$ cat src/rtl/page_desc_gen.sv
module page_desc_gen #(
  parameter int ADDR_W    = 32,
  parameter int LEN_W     = 18,
  parameter int PAGE_BITS = 12,
  parameter int MAX_PAGES = 32,
  parameter int TC_W      = 16
) (
  input  logic                 clk,
  input  logic                 rst_n,
  input  logic                 start,
  input  logic [ADDR_W-1:0]    start_addr,
  input  logic [LEN_W-1:0]     xfer_len,
  input  logic                 dir_in,
  output logic                 busy,
  output logic                 err,
  output logic                 done,
  output logic                 desc_valid,
  input  logic                 desc_ready,
  output logic [2:0]           desc_cmd,
  output logic [PAGE_BITS:0]   desc_count,
  output logic [ADDR_W-1:0]    desc_addr,
  output logic [TC_W-1:0]      tc_value
);
  localparam int CNT_W = PAGE_BITS + 1;
  localparam int PAGE  = 1 << PAGE_BITS;
  localparam logic [2:0] CMD_STOP = 3'd7;

  typedef enum logic [1:0] {S_IDLE, S_DATA, S_STOP} st_t;

  st_t               st;
  logic [ADDR_W-1:0] cur_addr;
  logic [LEN_W-1:0]  remain;
  logic              dir_q;

  logic [CNT_W-1:0]  room;
  logic              fits;
  logic [CNT_W-1:0]  data_cnt;
  logic              accept;
  logic              too_big;
  logic              take;

  assign room     = CNT_W'(PAGE) - {1'b0, cur_addr[PAGE_BITS-1:0]};
  assign fits     = remain <= LEN_W'(room);
  assign data_cnt = fits ? remain[CNT_W-1:0] : room;
  assign too_big  = (xfer_len >> PAGE_BITS) > LEN_W'(MAX_PAGES);
  assign accept   = start && (st == S_IDLE);
  assign take     = desc_valid && desc_ready;

  assign busy       = (st != S_IDLE);
  assign desc_valid = (st != S_IDLE);
  assign desc_cmd   = (st == S_STOP) ? CMD_STOP : {1'b0, dir_q, fits};
  assign desc_count = (st == S_DATA) ? data_cnt : '0;
  assign desc_addr  = (st == S_DATA) ? cur_addr : '0;

  always_ff @(posedge clk) begin
    if (!rst_n) begin
      st       <= S_IDLE;
      cur_addr <= '0;
      remain   <= '0;
      dir_q    <= 1'b0;
      err      <= 1'b0;
      done     <= 1'b0;
      tc_value <= '0;
    end else begin
      err  <= accept && too_big;
      done <= (st == S_STOP) && desc_ready;
      case (st)
        S_IDLE: if (accept && !too_big) begin
          st       <= S_DATA;
          cur_addr <= start_addr;
          remain   <= xfer_len;
          dir_q    <= dir_in;
          tc_value <= TC_W'(xfer_len);
        end
        S_DATA: if (take) begin
          if (fits) st <= S_STOP;
          else begin
            cur_addr <= cur_addr + ADDR_W'(room);
            remain   <= remain - LEN_W'(room);
          end
        end
        S_STOP: if (take) st <= S_IDLE;
        default: st <= S_IDLE;
      endcase
    end
  end
endmodule

$ cat config.mk
export PLATFORM = sky130hd
export DESIGN_NAME = page_desc_gen
export DESIGN_NICKNAME = d
export VERILOG_FILES = /design/src/rtl/page_desc_gen.sv
export SDC_FILE = /design/constraint.sdc
export NUM_CORES = 1
export LEC_CHECK = 0
export ABC_CLOCK_PERIOD_IN_PS = 9700
export BUFFER_PORTS_ARGS = -buffer_cell sky130_fd_sc_hd__buf_2
export CAP_MARGIN = 20
export CORE_MARGIN = 4
export CORE_UTILIZATION = 57
export CTS_CLUSTER_DIAMETER = 60
export DETAILED_ROUTE_END_ITERATION = 6
export PLACE_DENSITY_LB_ADDON = 0.08
export SETUP_SLACK_MARGIN = 0.02
export SYNTH_ARGS = -nofsm -noshare
export SYNTH_HDL_FRONTEND = slang
export SYNTH_SLANG_ARGS = --single-unit
export TNS_END_PERCENT = 20
$ cat constraint.sdc
create_clock -name clk -period 9.7 [get_ports clk]
set_input_delay 0.485 -clock clk [delete_from_list [all_inputs] [get_ports clk]]
set_output_delay 0.485 -clock clk [all_outputs]
set_load 0.1 [all_outputs]
==> impl_metrics.csv <==
group,metric,value,unit
layout,final.fill_count,810,
synth,synth.largest_area_cell,"dfxtp_1",
sta,setup_ws,4.00,ns
sta,grt_setup_unrepaired,"no",
clock_network,cts-root-buf,"clkbuf_8",
synth,synthTopCellsByArea,"dfxtp_1 (27%), nand2_1 (7.0%), ha_1 (6.1%)",
setup_path,worst-setup-path-type,"flip-flop to output port",
pwr,p_int,674,µW
job,maxCapViolCount,0,
pwr,seq_power_share,0.266,
sta,skew,0.0132,ns
synth,yosys_warnings,0,
hold_path,hp-class,"primary input to flip-flop",
setup_path,cp_max_fo,27,
hold_path,hp-start,"dir_in",
floorplanning,die_area,11000,µm²
synth,netlist_instances,727,
route,wl_per_cell,17.1,µm
layout,fin_area,6130,µm²
place,place_ws,4.46,ns
sta,worstMarginPinSlew,1.04,ns
sta,hold_violations,0,
place,gp_congestion,0.882,
layout,syn2layout_area_growth,15.1,%
global_route,grt_antenna_before_repair,0,
synth,synth.distinct_cells,66,
route,drc,0,
setup_path,worstSetupEndpointType,"output port",
setup_path,arrival,5.22,ns
floorplanning,start_util,0.582,
setup_path,crit_slowest_cell,"and2_1",
clock_network,numCtsBuffers,9,
floorplanning,fp-row-count,35,
pwr,p_switching,650,µW
layout,antenna_cells,0,
synth,synth_commonest_cells,"nand2_1 (100), dfxtp_1 (71), nor2_1 (70), a21oi_1 (59), clkbuf_1 (40)",
setup_path,r2r_start,"cur_addr[0]",
route,ant_nets,0,
place,hpwl,11.3,mm
place,port_buffers,122,
sta,slew_viol_final,0,
floorplanning,core_area,9150,µm²
floorplanning,io_pins,123,
setup_path,cp_cell_sequence,"inv_1 > ha_1 > nor3b_1 > ha_1 > ha_1 > a21o_1 > a221o_1 > a221o_1 > a2111o_1 > and2_1 > a211oi_1 > buf_2",
clock_network,cts_tree,"done",
sta,fin_crit,5.70,ns
run_status,status,"complete, no violations",
synth,ys_async_sr_fraction,0,
synth,ys_seq_area_frac,0.267,
clock_network,clkSinkCount,71,
clock_network,post_cts_resize_count,0,
pwr,totalPowerFinal,1320,µW
global_route,grt.overflow.total,0,
pwr,combPwrFrac,0.546,
sta,clock.fmax,175,MHz
clock_network,cts_max_level,3,
setup_path,critPathLaunchType,"flip-flop",
clock_network,clk_path_buf_depth,2,
clock_network,clk_pin_slew_worst_paths,0.08,ns
route,dr.pass1.iters,6,
pwr,p_sw_frac,0.491,
layout,final_util,0.670,
floorplanning,die_width,105,µm
route,num_vias,5714,
synth,synth_edf_count,0,
setup_path,crit_required,9.22,ns
sta,slew_headroom,0.309,
sta,setup_violations,0,
clock_network,insertion_delay,0.37,ns
synth,synth_top_flop_cell,"dfxtp_1",
synth,synth_nets,809,
route,wirelength,16.0,mm
pwr,worst_ir_drop_vdd,0.134,mV
synth,syn_avg_cell_area,7.33,µm²
route,via_per_inst,6.13,
global_route,grt_first_pass_wirelength,26.0,mm
synth,syn-cell-area,5330,µm²
global_route,grt_start_max_net_pins,60,
pwr,p_per_area,216,nW/µm²
synth,synth-seq-cells,71,
route,drt_iter0_markers,341,
synth,synth.top_cell.area_share,0.267,
setup_path,cp_common_cell,"ha_1",
floorplanning,die_h,105,µm
clock_network,postCtsSetupBuffers,0,
sta,tns,0,ns
layout,drive_gt1_frac,0.194,
setup_path,critPathLaunch,"cur_addr[0]",
pwr,power_leakage,0.00275,µW
pwr,clock_power_share,0.188,
place,dpl_cell_area,5940,µm²
global_route,grt_pass1_vias,5403,
global_route,grt_use_total,0.285,
synth,synth_most_common_cell,"nand2_1",
setup_path,slowest_delay,0.50,ns
layout,fin_nets,898,
sta,min_period_over_period,0.588,
clock_network,ctsHoldBuffers,0,
[critical path, delay by kind of cell (launching register included)]
family                     cells  cell delay [ns]
adders and majority gates      3             1.12
and+or+nand+nor                2             0.86
DFF                            1             0.39
buffers and inverters          2             0.64
AOI/OAI and AO/OA              5             1.83
[cells in the final DEF (no fill, tap or decap), types with 7 or more instances in the layout]
cell type,instances
buf_2,122
nand2_1,100
dfxtp_1,71
nor2_1,70
a21oi_1,58
and2_1,33
nor3_1,28
ha_1,26
o21ai_0,25
inv_1,23
xnor2_1,21
nand3_1,19
a211oi_1,18
a21o_1,14
mux2i_1,14
xor2_1,13
o31ai_1,11
and3_1,10
a31oi_1,10
clkbuf_8,9
or3_1,7
nand4_1,7
buf_4,7
[area by class of cell]
cell class	count	area, µm²	area share
Clock buffer	10	128	0.0208
Sequential cell	71	1420	0.232
Multi-Input combinational cell	582	3630	0.591
Timing Repair Buffer	129	663	0.108
Tap cell	111	139	0.0226
Clock inverter	6	68.8	0.0112
Inverter	23	86.3	0.0141
[cell families after synthesis]
| logic type | synth area share |
|---|---|
| mux | 0.0284 |
| fa+ha+maj | 0.0648 |
| xor+xnor | 0.0559 |
| compound gates | 0.245 |
| flops | 0.267 |
| simple gates | 0.284 |
| buf+inv | 0.0554 |
[through the flow]
step | instances | hold WS, ns
after floorplan | 727 | 0.431
after global placement | 916 | 0.439
after detailed placement | 916 | 0.444
after CTS | 932 | 0.350
after global routing | 932 | 0.360
final | 932 | 0.354
[worst paths after layout]
kind	to	depth (start not counted)	slack, ns
hold reg to reg	dir_q	2	0.46
setup / recovery	desc_count[4]	12	4.00
hold / removal	dir_q	3	0.35
setup reg to reg	cur_addr[21]	14	4.60
[sequential cells by signal, summed over array words and instances, names as in the netlist]
signal / cells
cur_addr: 32
dir_q: 1
done: 1
err: 1
remain: 18
st: 2
tc_value: 16
[power by group through the flow]
stage          clock network [µW]  registers, µW  logic (µW)
3_5_place_dp                    0            357         703
6_report                      249            352         722
3_3_place_gp                    0            356         691
2_1_floorplan                   0            371         549
5_1_grt                       263            357         778
4_1_cts                       250            351         710
[per-layer routing]
layer	wire, µm	global-route usage
met5	0	0
met2	7360	0.463
met1	7170	0.384
met4	307	0.100
met3	1120	0.0451
Note: power is estimated with default switching activity, not from simulation.
